===== config.mk =====
export PLATFORM = sky130hd
export DESIGN_NAME = flash_fifo_port
export DESIGN_NICKNAME = d
export VERILOG_FILES = /design/src/rtl/fp_pkg.sv /design/src/rtl/fp_fifo.sv /design/src/rtl/fp_tx_drain.sv /design/src/rtl/fp_rx_pack.sv /design/src/rtl/flash_fifo_port.sv
export SDC_FILE = /design/constraint.sdc
export NUM_CORES = 2
export LEC_CHECK = 0
export BUFFER_PORTS_ARGS = -buffer_cell sky130_fd_sc_hd__buf_2
export CAP_MARGIN = 30
export CELL_PAD_IN_SITES_DETAIL_PLACEMENT = 0
export CELL_PAD_IN_SITES_GLOBAL_PLACEMENT = 1
export CORE_MARGIN = 1
export CORE_UTILIZATION = 45
export CTS_BUF_LIST = sky130_fd_sc_hd__clkbuf_16
export CTS_CLUSTER_SIZE = 40
export DETAILED_ROUTE_END_ITERATION = 12
export MAX_ROUTING_LAYER = met4
export PLACE_DENSITY = 0.63
export REMOVE_ABC_BUFFERS = 1
export SLEW_MARGIN = 25
export SYNTH_ARGS = -nofsm -noshare
export SYNTH_HDL_FRONTEND = slang
export SYNTH_HIERARCHICAL = 1
export SYNTH_MEMORY_MAX_BITS = 65536
export SYNTH_SLANG_ARGS = --single-unit

===== constraint.sdc =====
create_clock -name clk -period 6.3 [get_ports clk]
set_input_delay 0.315 -clock clk [delete_from_list [all_inputs] [get_ports clk]]
set_output_delay 0.315 -clock clk [all_outputs]
set_load 0.03 [all_outputs]

===== src/rtl/fp_pkg.sv =====
package fp_pkg;
  localparam int WORD_W = 32;
  localparam int LANE_W = 8;

  // Size tag: number of valid bytes modulo 4 (0 stands for a full word)
  typedef enum logic [1:0] {
    SZ_FULL  = 2'd0,
    SZ_ONE   = 2'd1,
    SZ_TWO   = 2'd2,
    SZ_THREE = 2'd3
  } size_tag_e;

  typedef struct packed {
    size_tag_e           tag;
    logic [WORD_W-1:0]   data;
  } tx_entry_t;

  localparam int ENTRY_W = $bits(tx_entry_t);

  function automatic logic [2:0] tag_bytes(input size_tag_e t);
    logic [2:0] n;
    if (t == SZ_FULL) n = 3'd4;
    else              n = {1'b0, logic'(t[1]), logic'(t[0])};
    return n;
  endfunction
endpackage


===== src/rtl/fp_fifo.sv =====
module fp_fifo #(
  parameter int W     = 8,
  parameter int DEPTH = 4
) (
  input  logic         clk,
  input  logic         rst_n,
  input  logic         push,
  input  logic [W-1:0] wdata,
  input  logic         pop,
  output logic [W-1:0] rdata,
  output logic         empty,
  output logic         full
);
  localparam int AW = (DEPTH > 1) ? $clog2(DEPTH) : 1;
  localparam int CW = $clog2(DEPTH + 1);
  localparam logic [AW-1:0] LAST_PTR = AW'(DEPTH - 1);
  localparam logic [CW-1:0] FULL_CNT = CW'(DEPTH);

  logic [W-1:0]  mem [DEPTH];
  logic [AW-1:0] wp_q, wp_n, rp_q, rp_n;
  logic [CW-1:0] cnt_q, cnt_n;
  logic          do_push, do_pop;

  function automatic logic [AW-1:0] bump(input logic [AW-1:0] p);
    return (p == LAST_PTR) ? '0 : p + AW'(1);
  endfunction

  assign full    = (cnt_q == FULL_CNT);
  assign empty   = (cnt_q == '0);
  assign do_push = push && !full;
  assign do_pop  = pop && !empty;
  assign rdata   = mem[rp_q];

  always_comb begin
    wp_n  = do_push ? bump(wp_q) : wp_q;
    rp_n  = do_pop  ? bump(rp_q) : rp_q;
    cnt_n = cnt_q + CW'(do_push) - CW'(do_pop);
  end

  always_ff @(posedge clk or negedge rst_n) begin
    if (!rst_n) begin
      wp_q  <= '0;
      rp_q  <= '0;
      cnt_q <= '0;
    end else begin
      wp_q  <= wp_n;
      rp_q  <= rp_n;
      cnt_q <= cnt_n;
    end
  end

  always_ff @(posedge clk) begin
    if (do_push) mem[wp_q] <= wdata;
  end
endmodule


===== src/rtl/fp_tx_drain.sv =====
module fp_tx_drain
  import fp_pkg::*;
(
  input  logic       clk,
  input  logic       rst_n,
  input  tx_entry_t  head,
  input  logic       head_ok,
  input  logic       infl_full,
  input  logic       tx_rdy,
  output logic       tx_vld,
  output logic [7:0] tx_data,
  output logic       tx_last,
  output logic       pop,
  output logic       start
);
  logic [1:0]        idx_q, idx_n;
  logic [2:0]        nbytes;
  logic              opening, fire;
  logic [WORD_W-1:0] shifted;

  assign nbytes  = tag_bytes(head.tag);
  assign opening = (idx_q == 2'd0);
  assign shifted = head.data >> {idx_q, 3'b000};
  assign tx_data = shifted[LANE_W-1:0];
  assign tx_vld  = head_ok && (!opening || !infl_full);
  assign tx_last = (({1'b0, idx_q}) + 3'd1) == nbytes;
  assign fire    = tx_vld && tx_rdy;
  assign pop     = fire && tx_last;
  assign start   = fire && opening;

  always_comb begin
    idx_n = idx_q;
    if (fire) idx_n = tx_last ? 2'd0 : idx_q + 2'd1;
  end

  always_ff @(posedge clk or negedge rst_n) begin
    if (!rst_n) idx_q <= 2'd0;
    else        idx_q <= idx_n;
  end
endmodule


===== src/rtl/fp_rx_pack.sv =====
module fp_rx_pack
  import fp_pkg::*;
(
  input  logic              clk,
  input  logic              rst_n,
  input  logic              rx_vld,
  input  logic [7:0]        rx_data,
  input  size_tag_e         want_tag,
  input  logic              infl_ok,
  output logic              word_push,
  output logic [WORD_W-1:0] word,
  output logic              infl_pop
);
  logic [2:0]        cnt_q, cnt_n;
  logic [WORD_W-1:0] sh_q, sh_n, shifted;
  logic              take, done;

  // Each new byte enters the top lane; earlier bytes move down one lane
  assign shifted   = {rx_data, sh_q[WORD_W-1:LANE_W]};
  assign take      = rx_vld && infl_ok;
  assign done      = take && ((cnt_q + 3'd1) == tag_bytes(want_tag));
  assign word      = shifted;
  assign word_push = done;
  assign infl_pop  = done;

  always_comb begin
    cnt_n = cnt_q;
    sh_n  = sh_q;
    if (take) begin
      cnt_n = done ? 3'd0 : cnt_q + 3'd1;
      sh_n  = done ? '0 : shifted;
    end
  end

  always_ff @(posedge clk or negedge rst_n) begin
    if (!rst_n) begin
      cnt_q <= 3'd0;
      sh_q  <= '0;
    end else begin
      cnt_q <= cnt_n;
      sh_q  <= sh_n;
    end
  end
endmodule


===== src/rtl/flash_fifo_port.sv =====
module flash_fifo_port
  import fp_pkg::*;
#(
  parameter int                ADDR_W      = 8,
  parameter int                FIFO_DEPTH  = 63,
  parameter int                INFL_DEPTH  = 4,
  parameter logic [ADDR_W-1:0] A_TX_WORD   = 8'h1C,
  parameter logic [ADDR_W-1:0] A_TX_ONE    = 8'h80,
  parameter logic [ADDR_W-1:0] A_TX_TWO    = 8'h84,
  parameter logic [ADDR_W-1:0] A_TX_THREE  = 8'h88,
  parameter logic [ADDR_W-1:0] A_RX        = 8'h20
) (
  input  logic              clk,
  input  logic              rst_n,
  input  logic              bus_wr,
  input  logic              bus_rd,
  input  logic [ADDR_W-1:0] bus_addr,
  input  logic [31:0]       bus_wdata,
  output logic [31:0]       bus_rdata,
  output logic              tx_ovf,
  output logic              rx_unf,
  output logic              tx_vld,
  output logic [7:0]        tx_data,
  output logic              tx_last,
  input  logic              tx_rdy,
  input  logic              rx_vld,
  input  logic [7:0]        rx_data
);
  // Write decode
  logic      wr_hit;
  size_tag_e wr_tag;

  always_comb begin
    wr_hit = 1'b0;
    wr_tag = SZ_FULL;
    if (bus_wr) begin
      case (bus_addr)
        A_TX_WORD:  begin wr_hit = 1'b1; wr_tag = SZ_FULL;  end
        A_TX_ONE:   begin wr_hit = 1'b1; wr_tag = SZ_ONE;   end
        A_TX_TWO:   begin wr_hit = 1'b1; wr_tag = SZ_TWO;   end
        A_TX_THREE: begin wr_hit = 1'b1; wr_tag = SZ_THREE; end
        default:    ;
      endcase
    end
  end

  // Transmit FIFO
  tx_entry_t tx_in, tx_head;
  logic      txf_empty, txf_full, txf_pop;
  logic [ENTRY_W-1:0] tx_head_raw;

  assign tx_in   = '{tag: wr_tag, data: bus_wdata};
  assign tx_head = tx_entry_t'(tx_head_raw);

  fp_fifo #(.W(ENTRY_W), .DEPTH(FIFO_DEPTH)) u_txf (
    .clk(clk), .rst_n(rst_n),
    .push(wr_hit), .wdata(tx_in),
    .pop(txf_pop), .rdata(tx_head_raw),
    .empty(txf_empty), .full(txf_full)
  );

  // Sizes of words on the wire, awaiting their returning bytes
  logic       infl_push, infl_pop, infl_empty, infl_full;
  logic [1:0] infl_head;

  fp_fifo #(.W(2), .DEPTH(INFL_DEPTH)) u_infl (
    .clk(clk), .rst_n(rst_n),
    .push(infl_push), .wdata(tx_head.tag),
    .pop(infl_pop), .rdata(infl_head),
    .empty(infl_empty), .full(infl_full)
  );

  fp_tx_drain u_drain (
    .clk(clk), .rst_n(rst_n),
    .head(tx_head), .head_ok(!txf_empty), .infl_full(infl_full),
    .tx_rdy(tx_rdy), .tx_vld(tx_vld), .tx_data(tx_data),
    .tx_last(tx_last), .pop(txf_pop), .start(infl_push)
  );

  // Receive packing and FIFO
  logic              rxw_push;
  logic [WORD_W-1:0] rxw_data, rx_head;
  logic              rxf_empty, rxf_full, rxf_pop;

  fp_rx_pack u_pack (
    .clk(clk), .rst_n(rst_n),
    .rx_vld(rx_vld), .rx_data(rx_data),
    .want_tag(size_tag_e'(infl_head)), .infl_ok(!infl_empty),
    .word_push(rxw_push), .word(rxw_data), .infl_pop(infl_pop)
  );

  fp_fifo #(.W(WORD_W), .DEPTH(FIFO_DEPTH)) u_rxf (
    .clk(clk), .rst_n(rst_n),
    .push(rxw_push), .wdata(rxw_data),
    .pop(rxf_pop), .rdata(rx_head),
    .empty(rxf_empty), .full(rxf_full)
  );

  // Read path and flags
  logic        rd_hit;
  logic [31:0] rdata_q, rdata_n;
  logic        ovf_q, ovf_n, unf_q, unf_n;

  assign rd_hit  = bus_rd && (bus_addr == A_RX);
  assign rxf_pop = rd_hit && !rxf_empty;

  always_comb begin
    rdata_n = rdata_q;
    if (rd_hit) rdata_n = rxf_empty ? '0 : rx_head;
    unf_n = rd_hit && rxf_empty;
    ovf_n = wr_hit && txf_full;
  end

  always_ff @(posedge clk or negedge rst_n) begin
    if (!rst_n) begin
      rdata_q <= '0;
      ovf_q   <= 1'b0;
      unf_q   <= 1'b0;
    end else begin
      rdata_q <= rdata_n;
      ovf_q   <= ovf_n;
      unf_q   <= unf_n;
    end
  end

  assign bus_rdata = rdata_q;
  assign tx_ovf    = ovf_q;
  assign rx_unf    = unf_q;
endmodule


---- Word level (Yosys, flattened, before mapping) ----
Memories as Yosys holds them, arrays and structs flattened.
Cells that the tools add are included.
cells by class
  $add $sub $neg .......................... 15
  equal/unequal tests ..................... 16
  shift-type cells ........................ 1
  muxes and demuxes ....................... 22
  reductions and logical operators ........ 31
operator list
  cell                   count
  $mux W32               2
  $eq A6 B6 Y1 const B   6
  $shr A32 B5 Y8         1
  $add A6 B1 Y6 const B  4
  $eq A8 B8 Y1 const B   3
  $mux W6                4
  $logic_and A1 B1 Y1    16
  $add A6 B1 Y6          2
  $logic_not A6 Y1       2
  $sub A6 B1 Y6          2
  $mux W3                3
  $eq A8 B5 Y1 const B   1
  $eq A8 B6 Y1 const B   1
  $mux W1                8
  $mux W2                4
  $logic_not A1 Y1       7
  $add A2 B1 Y2 const B  3
  $eq A3 B3 Y1           2
  $logic_not A2 Y1       3
  $pmux W2 S3            1
  $eq A2 B2 Y1 const B   2
  $reduce_or A4 Y1       1
  $add A2 B1 Y3 const B  1
  $add A3 B1 Y3          1
  other kinds (5)        5
storage, ports and cells
  bits in registers ....................... 114
  RAM bits ................................ 4166
  bits of input ports ..................... 54
  word-level logic and storage cells ...... 103
  memories ................................ 3
memories
  name        depth  width  rd ports  clocked after memory_dff  write ports  line           source
  u_txf.mem   63     34     1         0                         1            fp_fifo.sv:19  logic [W-1:0] mem [DEPTH];
  u_rxf.mem   63     32     1         0                         1            fp_fifo.sv:19
  u_infl.mem  4      2      1         0                         1            fp_fifo.sv:19

---- Longest topological paths before layout ----
  depth in word-level cells ............... 9
  depth in mapped cells ................... 23

---- By module ----
Netlist, hierarchy kept.
by module, submodules not included
  module             times used  cells each  area each (sq um)  sequential area each (sq um)
  fp_fifo at u_txf   1           3849        83121.0            64772.1
  fp_fifo at u_rxf   1           3498        78454.0            60988.5
  flash_fifo_port    1           124         1704.1             850.8
  fp_rx_pack         1           141         1328.8             675.6
  fp_fifo at u_infl  1           49          738.2              415.4
  fp_tx_drain        1           36          442.9              50.0

---- Worst setup path after synthesis ----
OpenSTA, ideal clock, no wires.
  path kind ............................... register -> register
  from .................................... register u_infl.rp_q[0]
  to ...................................... memory u_rxf/mem[60][0] (netlist name), enable pin
  setup time .............................. 421 ps
  data arrival time ....................... 4186 ps
  data required time ...................... 5879 ps
  setup slack ............................. 1693 ps
  stages on the path, launching flop included .. 13
  clock period less this slack ............ 4607 ps
  cell sequence ........................... dfrtp_1 -> mux4_2 -> xor2_1 -> o31ai_1 -> a21o_2 -> and2_1 -> buf_4 -> and2_1 -> clkbuf_1 -> inv_1 -> nor2_1 -> nand3b_1 -> nor2_1
between the ends
  cells in the longest elaborated chain, start to end .. 8
RTL lines
  item                             line                   source
  from (decl)                      fp_fifo.sv:20          logic [AW-1:0] wp_q, wp_n, rp_q, rp_n;
  from (signal assigned)           fp_fifo.sv:47          rp_q <= rp_n;
  $mem_v2 Z4 W2 *                  n/a
  named net infl_head[1]           flash_fifo_port.sv:64  logic [1:0] infl_head;
  $logic_not A2 Y1                 fp_pkg.sv:22           if (t == SZ_FULL) n = 3'd4;
  $mux W3 *                        fp_pkg.sv:22
  $eq A3 B3 Y1 *                   fp_rx_pack.sv:21       assign done = take && ((cnt_q + 3'd1) == tag_bytes(want_tag));
  $logic_and A1 B1 Y1 *            fp_rx_pack.sv:21
  named net infl_pop               flash_fifo_port.sv:63  logic infl_push, infl_pop, infl_empty, infl_full;
  $logic_and A1 B1 Y1 *            fp_fifo.sv:30          assign do_push = push && !full;
  $mux W1 *                        fp_fifo.sv:53          if (do_push) mem[wp_q] <= wdata;
  $mux W1 (implied by the code) *  fp_fifo.sv:53
  to (decl)                        fp_fifo.sv:19
Mark *: on every way through the listed nets, which the timed path passes. The rest lies on a longest branch.

==> run summary <==
status = finished, final reports clean
Num CTS Buffers = 439
FF-to-FF End = u_txf/cnt_q[5]
Register Area = 128,000 um^2
layout cell share with drive strength beyond 1 = 27.3%
initial core utilization = 45.3%
normalized max-slew margin = 24.5%
Max Fclk = 0.169 GHz
synthesized area = 166,000 um^2
Die H = 609 um
fin crit share = 94.0%
Avg Inst Size Synth = 21.5 um^2
Routed Antenna Nets = 0
wirelength, routed = 467,000 um
post-DR vias/cell = 6.12
CP peak stage delay = 0.78 ns
r2r setup slk = 0.97 ns
largest net degree at the start of global routing = 124
Min-Delay Endpoint = u_txf/mem[26][3]
sequential share of power = 46.5%
Ys Warns = 6
Filler cells = 28,800
Lkg Pwr = 59.2 nW
area of the multi-input gates = 36,400 um^2
root buf cell = clkbuf_16
Worst Setup SP = u_txf/rp_q[1]
# setup viols final = 0
Synth Instances = 7,696
Sw Share = 27.9%
via count = 82,100
worst-case clock buffer depth = 4
WP data required = 5.98 ns
pre-CTS setup slack = 0.731 ns
clk sink count = 4,272
die area = 371,000 um^2
Reg-to-Reg Start = u_txf/rp_q[1]
final critical-path required period = 5.92 ns
Total Nets Final = 8,312
startpoint types = register
worst path cell trace = buf_4 > buf_4 > mux4_2 > a22o_1 > nor4_1 > a311oi_1 > or3_1 > mux4_2 > buf_2
worst path buffer plus inverter count = 3
slowest cell on the critical path = dfrtp_4
initial DRC count = 9,342
setup slack after layout = 0.376 ns
post-route setup TNS = 0 ns
Worst-path clk slew = 0.06 ns
P_int = 51.7 mW
max cap viols = 0
Ports = 98
DRC viols = 0
CTS tree = done
unrepaired setup endpoints after global routing = false
clk_lat worst skew = 0.98 ns
worst-path fanout max = 28
Core Box Area = 366,000 um^2
Clk pwr share = 34.6%
reg2reg path depth = 20
Worst-Margin Slew = 1.12 ns
design area = 189,000 um^2
PortBufs = 97
worst vdd rail ir drop = 370 uV
Pins Over Slew Limit = 0
Final GP Congestion = 0.828
drt pass-1 iters = 6
NetSw = 20.0 mW
Placed Area = 175,000 um^2
Final Hold Vio Count = 0
routed len/inst = 34.8 um
WHS = 0.0211 ns
class of the most critical setup path = reg -> out
grt ovf = 0
Comb pwr share = 18.9%
CP endpoint kind = output port
Final Skew = 0.0658 ns
HP Class = in -> reg
site row count = 222
vias in the first global route = 82,600
hold path depth = 2
Post-DP HPWL = 269,000 um
pwr/cell area = 380 nW/um^2
initial antenna violation count = 21
Die Wd = 609 um
All-Layer GR Usage = 25.7%
global-route wire length before repair = 652,000 um
hold path startpoint = bus_wdata[3]
P&R area growth vs syn = 13.8%
htree depth = 5
delay-heaviest family, CP = buffers and inverters
WP data arrival = 5.61 ns
[cell usage in the layout, fill, tap and decap left out, types with 69 or more instances in the layout]
master        n
clkbuf_16   444
nor2_1       69
buf_4       343
clkinv_2     75
nor2_4      129
dfrtp_1      72
a21oi_1      97
o22ai_1      79
mux4_2      915
a22oi_1      98
nand2_1     273
mux2i_1     369
inv_1       138
buf_2        98
edfxtp_1   4166
clkinv_1    125
mux2_2       85
o21ai_0     131
[stage by stage]
stage	total power, mW	instances	util (%)
final	71.7	13400	51.5
after global placement	47.3	12500	47.6
after floorplan	41.6	7254	-
after detailed placement	47.5	12600	47.7
after global routing	73.8	13400	51.5
after CTS	72.2	13400	51.5
[per-layer routing]
metal | GRT usage (%) | share of wire [%]
met1 | 33.7 | 40
met2 | 42.3 | 50
met3 | 3.08 | 6.5
met4 | 8.33 | 3.6
met5 | - | 0
[power groups by stage]
stage          logic, mW  registers (mW)  clock network, mW
3_5_place_dp        13.5            34.0                  0
4_1_cts             13.6            33.4               25.2
5_1_grt             14.2            33.4               26.2
6_report            13.5            33.3               24.8
3_3_place_gp        13.3            34.0                  0
2_1_floorplan       6.78            34.8                  0
[worst register-to-register path: cells and delay by family, from the launching register on]
family	cells	cell delay (ns)
AOI/OAI and AO/OA	9	2.22
buffers and inverters	4	1.09
DFF	1	0.78
adders and majority gates	2	0.42
and+or+nand+nor	3	0.40
muxes	1	0.16
xor gates and xnor gates	1	0.16
[final cells by class]
type	count	area share, %
inverters	45	0.0896
diodes	14	0.0186
clock buffers	444	5.89
flip-flops and latches	4272	67.8
multi-input cells	2937	19.3
repair buffers	522	2.40
well taps	4816	3.20
clock inverters	355	1.35
[state kept, by name, indices dropped and copies added, names as in the netlist]
name	count
u_infl/mem	8
u_pack/sh_q	24
tx_ovf	1
u_infl/wp_q	2
u_infl/cnt_q	3
u_txf/rp_q	6
u_drain/idx_q	2
u_pack/cnt_q	3
rx_unf	1
u_txf/wp_q	6
u_rxf/mem	2016
u_rxf/cnt_q	6
u_infl/rp_q	2
u_txf/cnt_q	6
u_rxf/wp_q	6
bus_rdata	32
u_txf/mem	2142
u_rxf/rp_q	6
[worst max path at each step]
stage	end	cells after the start
5_1_grt	tx_data[7]	11
6_report	tx_data[4]	9
4_1_cts	tx_data[5]	10
2_1_floorplan	u_txf/cnt_q[4]	17
3_3_place_gp	tx_data[5]	10
3_5_place_dp	u_txf/cnt_q[5]	20
[what timing repair did]
action / in CTS / in global routing
hold endpoints to repair: 356 / 0
buffers inserted: 1 / 1
gates resized for setup: 0 / 0
hold buffers: 20 / 0
pin swaps: 0 / 0
endpoints found under the setup margin: 1 / 3
(Power assumes the default switching activity.)
